**config.mk**
```make
export PLATFORM = sky130hd
export DESIGN_NAME = cts_irq_unit
export DESIGN_NICKNAME = d
export VERILOG_FILES = /design/src/rtl/cts_irq_pkg.sv /design/src/rtl/cts_filter.sv /design/src/rtl/irq_combiner.sv /design/src/rtl/rts_ctrl.sv /design/src/rtl/cts_irq_unit.sv
export SDC_FILE = /design/constraint.sdc
export NUM_CORES = 1
export LEC_CHECK = 0
export BUFFER_PORTS_ARGS = -buffer_cell sky130_fd_sc_hd__buf_2
export CORE_AREA = 4 4 41 43
export DETAILED_ROUTE_END_ITERATION = 8
export DIE_AREA = 0 0 45 47
export PLACE_DENSITY = 0.83
export SLEW_MARGIN = 20
export SYNTH_ARGS = -nofsm -noshare
export SYNTH_HDL_FRONTEND = slang
export SYNTH_SLANG_ARGS = --single-unit
```
**constraint.sdc**
```tcl
create_clock -name clk -period 3.18 [get_ports clk]
set_input_delay 0.795 -clock clk [delete_from_list [all_inputs] [get_ports clk]]
set_output_delay 0.795 -clock clk [all_outputs]
set_load 0.01 [all_outputs]
```
**src/rtl/cts_irq_pkg.sv**
```systemverilog
package cts_irq_pkg;

    localparam int ISR_W = 4;

    typedef struct packed {
        logic cos;
        logic dbrk;
        logic rx;
        logic tx;
    } isr_t;

    typedef struct packed {
        logic flag;
        logic level;
    } ipc_t;

    function automatic logic rx_source(input logic sel_full, input logic rdy, input logic full);
        return sel_full ? full : rdy;
    endfunction

endpackage

```
**src/rtl/cts_filter.sv**
```systemverilog
module cts_filter #(
    parameter int FILT_TICKS = 4
) (
    input  logic clk,
    input  logic rst,
    input  logic pin,
    input  logic tick,
    output logic level,
    output logic accept
);
    localparam int CNT_W = (FILT_TICKS > 1) ? $clog2(FILT_TICKS) : 1;
    localparam logic [CNT_W-1:0] LAST = CNT_W'(FILT_TICKS - 1);

    logic [1:0]       sync_q;
    logic [CNT_W-1:0] cnt_q;
    logic             differs;

    assign differs = (sync_q[1] != level);
    assign accept  = differs && tick && (cnt_q == LAST);

    always_ff @(posedge clk) begin
        if (rst) begin
            sync_q <= 2'b11;
            level  <= 1'b1;
            cnt_q  <= '0;
        end else begin
            sync_q <= {sync_q[0], pin};
            if (!differs) begin
                cnt_q <= '0;
            end else if (accept) begin
                level <= sync_q[1];
                cnt_q <= '0;
            end else if (tick) begin
                cnt_q <= cnt_q + 1'b1;
            end
        end
    end
endmodule

```
**src/rtl/irq_combiner.sv**
```systemverilog
module irq_combiner
    import cts_irq_pkg::*;
(
    input  logic             clk,
    input  logic             rst,
    input  logic             accept,
    input  logic             ipc_rd,
    input  logic             cos_en,
    input  logic             rx_ready,
    input  logic             rx_full,
    input  logic             rx_src_full,
    input  logic             tx_ready,
    input  logic             break_det,
    input  logic             cmd_rst_brk,
    input  logic             mask_we,
    input  logic [ISR_W-1:0] mask_wdata,
    output logic             cos_flag,
    output isr_t             status,
    output logic [ISR_W-1:0] mask_q,
    output logic             irq
);
    logic dbrk_q;

    always_ff @(posedge clk) begin
        if (rst) begin
            cos_flag <= 1'b0;
            dbrk_q   <= 1'b0;
            mask_q   <= '0;
        end else begin
            if (accept)      cos_flag <= 1'b1;
            else if (ipc_rd) cos_flag <= 1'b0;
            if (break_det)        dbrk_q <= 1'b1;
            else if (cmd_rst_brk) dbrk_q <= 1'b0;
            if (mask_we) mask_q <= mask_wdata;
        end
    end

    always_comb begin
        status.cos  = cos_flag & cos_en;
        status.dbrk = dbrk_q;
        status.rx   = rx_source(rx_src_full, rx_ready, rx_full);
        status.tx   = tx_ready;
        irq         = |(status & mask_q);
    end
endmodule

```
**src/rtl/rts_ctrl.sv**
```systemverilog
module rts_ctrl (
    input  logic clk,
    input  logic rst,
    input  logic set_we,
    input  logic clr_we,
    input  logic wdata,
    input  logic rx_neg,
    input  logic tx_neg,
    output logic rts
);
    always_ff @(posedge clk) begin
        if (rst)                                   rts <= 1'b1;
        else if (set_we && wdata)                  rts <= 1'b0;
        else if ((clr_we && wdata) || rx_neg || tx_neg) rts <= 1'b1;
    end
endmodule

```
**src/rtl/cts_irq_unit.sv**
```systemverilog
module cts_irq_unit
    import cts_irq_pkg::*;
#(
    parameter int FILT_TICKS = 4
) (
    input  logic       clk,
    input  logic       rst,
    input  logic       cts_pin,
    input  logic       tick,
    input  logic       cos_en,
    input  logic       rx_ready,
    input  logic       rx_full,
    input  logic       rx_src_full,
    input  logic       tx_ready,
    input  logic       break_det,
    input  logic       cmd_rst_brk,
    input  logic       mask_we,
    input  logic [3:0] mask_wdata,
    input  logic       ipc_rd,
    input  logic       rts_set_we,
    input  logic       rts_clr_we,
    input  logic       out_wdata,
    input  logic       rx_rts_neg,
    input  logic       tx_rts_neg,
    output logic       irq,
    output logic [3:0] isr,
    output logic [1:0] ipc,
    output logic       rts
);
    logic             cts_level;
    logic             accept;
    logic             cos_flag;
    isr_t             status;
    logic [ISR_W-1:0] mask_q;
    ipc_t             ipc_w;

    cts_filter #(.FILT_TICKS(FILT_TICKS)) u_filt (
        .clk(clk), .rst(rst), .pin(cts_pin), .tick(tick),
        .level(cts_level), .accept(accept)
    );

    irq_combiner u_comb (
        .clk(clk), .rst(rst), .accept(accept), .ipc_rd(ipc_rd), .cos_en(cos_en),
        .rx_ready(rx_ready), .rx_full(rx_full), .rx_src_full(rx_src_full),
        .tx_ready(tx_ready), .break_det(break_det), .cmd_rst_brk(cmd_rst_brk),
        .mask_we(mask_we), .mask_wdata(mask_wdata),
        .cos_flag(cos_flag), .status(status), .mask_q(mask_q), .irq(irq)
    );

    rts_ctrl u_rts (
        .clk(clk), .rst(rst), .set_we(rts_set_we), .clr_we(rts_clr_we),
        .wdata(out_wdata), .rx_neg(rx_rts_neg), .tx_neg(tx_rts_neg), .rts(rts)
    );

    always_comb begin
        ipc_w.flag  = cos_flag;
        ipc_w.level = cts_level;
        ipc         = ipc_w;
        isr         = status;
    end
endmodule

```
* Word level (Yosys, flattened, before mapping)
Index checks and enable logic that the tools add are counted.
** Cells by class
- Add/subtract/negate cells :: 1
- Eq/ne operators :: 2
- Multiplexer cells :: 7
- Bitwise gates (word level) :: 3
- Reductions and logical operators :: 12
** Operator list (count)
- 1-bit 2-to-1 mux :: 7
- 2-bit nonzero test :: 3
- 4-bit bitwise AND :: 1
- 1-bit logical AND :: 4
- 4-bit OR reduction :: 1
- 3-bit OR reduction :: 1
- 2-bit by 1-bit adder with 2-bit output (second input constant) :: 1
- 2-bit equality test (second input constant) :: 1
- 1-bit logical OR :: 2
- 2-bit AND reduction :: 1
- 1-bit bitwise AND :: 1
- 1-bit inequality test :: 1
- 1-bit NOT :: 1
** Word-level totals
- Register bits after elaboration :: 12
- Word-level logic and storage cells :: 32

* Longest topological paths before layout
- Word-level depth :: 5
- Mapped depth :: 3

* Modules after synthesis
A second synthesis with hierarchy kept.
** Second synthesis, totals
- Cells, all modules :: 53
- Area, all modules :: 531.8 sq um
** By module, submodules not included
- irq_combiner :: instances 1, cells each 27, area each 264.0 sq um, seq. area each 120.1 sq um
- cts_filter :: instances 1, cells each 19, area each 205.2 sq um, seq. area each 100.1 sq um
- rts_ctrl :: instances 1, cells each 5, area each 47.5 sq um, seq. area each 20.0 sq um
- cts_irq_unit :: instances 1, cells each 2, area each 15.0 sq um, seq. area each 0.0 sq um

* Least setup slack after synthesis
OpenSTA, ideal clock, no wires.
- Kind :: input to output
- Start :: input rx_src_full
- End :: output irq
- Arrival time :: 1.433 ns
- Data required time :: 2.385 ns
- Path slack :: 0.952 ns
- Stages :: 2
- Buffers on the path :: 0
- Cells stage by stage :: mux2_4 -> a221o_1
** On the way
- Cells in the longest elaborated chain, start to end :: 3
** RTL lines
- from (decl) :: RTL line cts_irq_unit.sv:13 : input logic rx_src_full,
- 1-bit 2-to-1 mux :: RTL line cts_irq_pkg.sv:18 : return sel_full ? full : rdy;
- 4-bit bitwise AND :: RTL line irq_combiner.sv:43 : irq = |(status & mask_q);
- 4-bit OR reduction :: RTL line irq_combiner.sv:43
- to (decl) :: RTL line cts_irq_unit.sv:25 : output logic irq,
Every way passes these cells.

* Worst setup path after layout
Same ends and word-level chain as after synthesis.

==> flow_metrics.py <==
metrics = {
    "logic_synthesis": {
        "syn-cell-area_um2": 529.3,
        "synth.avg_cell_area_um2": 10.18,
        "yosys_most_used_dff": "dfxtp_1",
        "synthDistinctLibCells": 27,
        "synth_most_common_cell": "dfxtp_1",
        "synth_edf_count": 0,
        "ys_seq_area_share_pct": 45.39,
        "synth_top_cell_area_share_pct": 45.39,
        "synthXorXnorAreaFrac_pct": 1.655,
        "synthArstFlopShare_pct": 0,
        "synthSimpleGateAreaFrac_pct": 18.20,
        "yosys.area.top_type": "dfxtp_1",
        "synth_common_cells": "dfxtp_1 (12), buf_4 (4), mux2i_1 (4), nor2_1 (4), nand2b_1 (3)",
        "synth_compound_area_share_pct": 13.95,
        "synth_top_family_by_area": "simple AND/OR/NAND/NOR gates",
        "synth_nets": 75,
        "synth_top_cells_by_area": "dfxtp_1 (45%), mux2i_1 (7.6%), buf_4 (5.7%), nand2b_1 (3.5%), mux2_4 (2.8%)",
        "synth.area.mux_share_pct": 10.40,
        "ys_warn_count": 0,
        "synth_fa_ha_area_share_pct": 2.364,
        "syn_inst": 52,
        "ys_ff_latch": 12,
    },
    "die": {
        "start_util_pct": 40.67,
        "io_pins": 30,
        "rows": 13,
        "die_area_mm2": 0.002115,
        "core_mm2": 0.001301,
        "die_w_um": 45,
        "die_y_um": 47,
    },
    "route": {
        "drcViolationCount": 0,
        "ant_nets": 0,
        "vias": 446,
        "via_per_inst": 4.745,
        "avgRoutedWirePerCell_um": 11.10,
        "wl_mm": 1.043,
        "first_pass_iters": 4,
        "drtIter0Drc": 6,
    },
    "cts": {
        "clk_path_buf_depth": 2,
        "htreeDepth": 1,
        "cts_made_buffers": 3,
        "cts_setup_buffers": 0,
        "clkTransAtPathRegs_ns": 0.07,
        "cts_root_buf": "clkbuf_4",
        "cts_resized": 0,
        "insertion_delay_ns": 0.26,
        "cts_hold_buf": 0,
        "cts_tree": "yes",
        "numClockSinks": 12,
    },
    "placed_design": {
        "numPortBuffers": 29,
        "place_hpwl_um": 878.9,
        "dp.cells": 90,
        "dp_slack_ns": 0.7607,
        "placed_area_um2": 654.4,
        "place_congestion": 0.6273,
    },
    "finish": {
        "seqCellArea_um2": 240.2,
        "fin_area_um2": 690.7,
        "syn_to_final_growth_pct": 30.50,
        "fin_util_pct": 53.08,
        "diodes": 0,
        "fillerInstances": 138,
        "num-nets-final": 103,
        "drive_above_1_share_pct": 48.10,
        "multi_input_area_um2": 246.5,
        "fin_cells": 94,
    },
    "worst_hold_path": {
        "hold_class": "flip-flop to flip-flop",
        "whs_path_depth": 1,
        "worstHoldStart": "u_filt.sync_q[0]",
    },
    "pwr": {
        "vdd_drop_max_mv": 0.2365,
        "total_power_uw": 314.6,
        "powerDensity_mw_per_mm2": 455.5,
        "p_leak_nw": 0.3396,
    },
    "timing": {
        "rsz0062_at_grt": "false",
        "worstMarginPinSlew_ns": 0.3190,
        "slew-limit-headroom_pct": 78.58,
        "final_max_slew_viol_count": 0,
        "final.setup_skew_ns": 0.0004211,
        "hold_slack_ns": 0.4265,
        "fin_crit_sh_pct": 75.76,
        "setup_viol": 0,
        "layout_setup_ws_ns": 0.7707,
        "period_needed_ns": 2.409,
        "hold_viol_final": 0,
        "setup-tns-final_ns": 0,
        "timing.fmax_ghz": 0.4151,
    },
    "global_route": {
        "grt_pass1_wl_mm": 1.718,
        "gr-usage-all-layers_pct": 11.22,
        "grt_overflow": 0,
        "grt_pass1_vias": 456,
        "antenna_found_initial": 0,
        "grt_start_max_net_pins": 15,
    },
    "critical_path": {
        "critPathLaunch": "rx_src_full",
        "path_class": "input pin to output pin",
        "path_max_fanout": 2,
        "cp.arrival_ns": 1.61,
        "cp.required_ns": 2.38,
        "crit_path_start_kind": "input pin",
        "r2r_cells": 3,
        "critPathCaptureType": "output pin",
        "r2r-start": "u_filt.cnt_q[0]",
    },
    "status": {
        "outcome": "complete, no violations",
    },
    "flow_run": {
        "drv_cap": 0,
    },
}
cell families (layout without fill, tap and decap cells):
group                      Yosys count  in the layout
and+or+nand+nor                     17             17
DFF                                 12             12
AOI/OAI and AO/OA                    9              9
buffers and inverters                7             34
muxes                                5              5
adders and majority gates            1              1
xor gates and xnor gates             1              1
cell type report:
cell class | instances | share of cell area (%)
Clock buffer | 4 | 5.254
Inverter | 1 | 0.5435
Multi-Input combinational cell | 33 | 35.69
Sequential cell | 12 | 34.78
Tap cell | 15 | 2.717
Timing Repair Buffer | 29 | 21.01
state kept, by name, indices dropped and copies added, names as in the netlist:
name             count
u_comb.mask_q        4
u_comb.dbrk_q        1
u_filt.sync_q        2
u_rts.rts            1
u_filt.cnt_q         2
u_filt.level         1
u_comb.cos_flag      1
placed cells by master (no fill, tap or decap), drive strengths merged:
cell	n
mux2i	4
a21oi	2
xnor2	1
inv	1
a211o	1
or3b	2
nand2	2
nand3b	1
a211oi	2
nand2b	3
o31ai	1
dfxtp	12
mux2	1
a22o	1
ha	1
and3	1
nor3	1
buf	29
nor2	4
or2	2
clkbuf	4
and2	1
a221o	1
a2bb2oi	1
power by group:
group / total (mW) / internal [mW] / switching (mW)
Combinational: 0.0372 / 0.0215 / 0.0157
Sequential: 0.159 / 0.156 / 0.00294
Clock: 0.118 / 0.0695 / 0.0489
critical path, cell delays in order:
cell,delay [ns]
buf_2,0.10
mux2_4,0.29
a221o_1,0.29
buf_2,0.14
metal layers:
layer / vias to the layer above / GRT usage (%) / routed length (um)
met5: - / 0 / 0
met4: 0 / 5.263 / 0
met3: 0 / 3.448 / 103
met2: 21 / 19.77 / 503
met1: 193 / 12.30 / 437
li1: 232 / - / -
worst paths after layout:
check / endpoint / slack (ns)
hold reg to reg: u_filt.sync_q[1] / 0.43
setup / recovery: irq / 0.77
hold / removal: u_filt.sync_q[1] / 0.43
setup reg to reg: u_filt.cnt_q[0] / 1.98
Note: power is estimated with default switching activity, not from simulation.
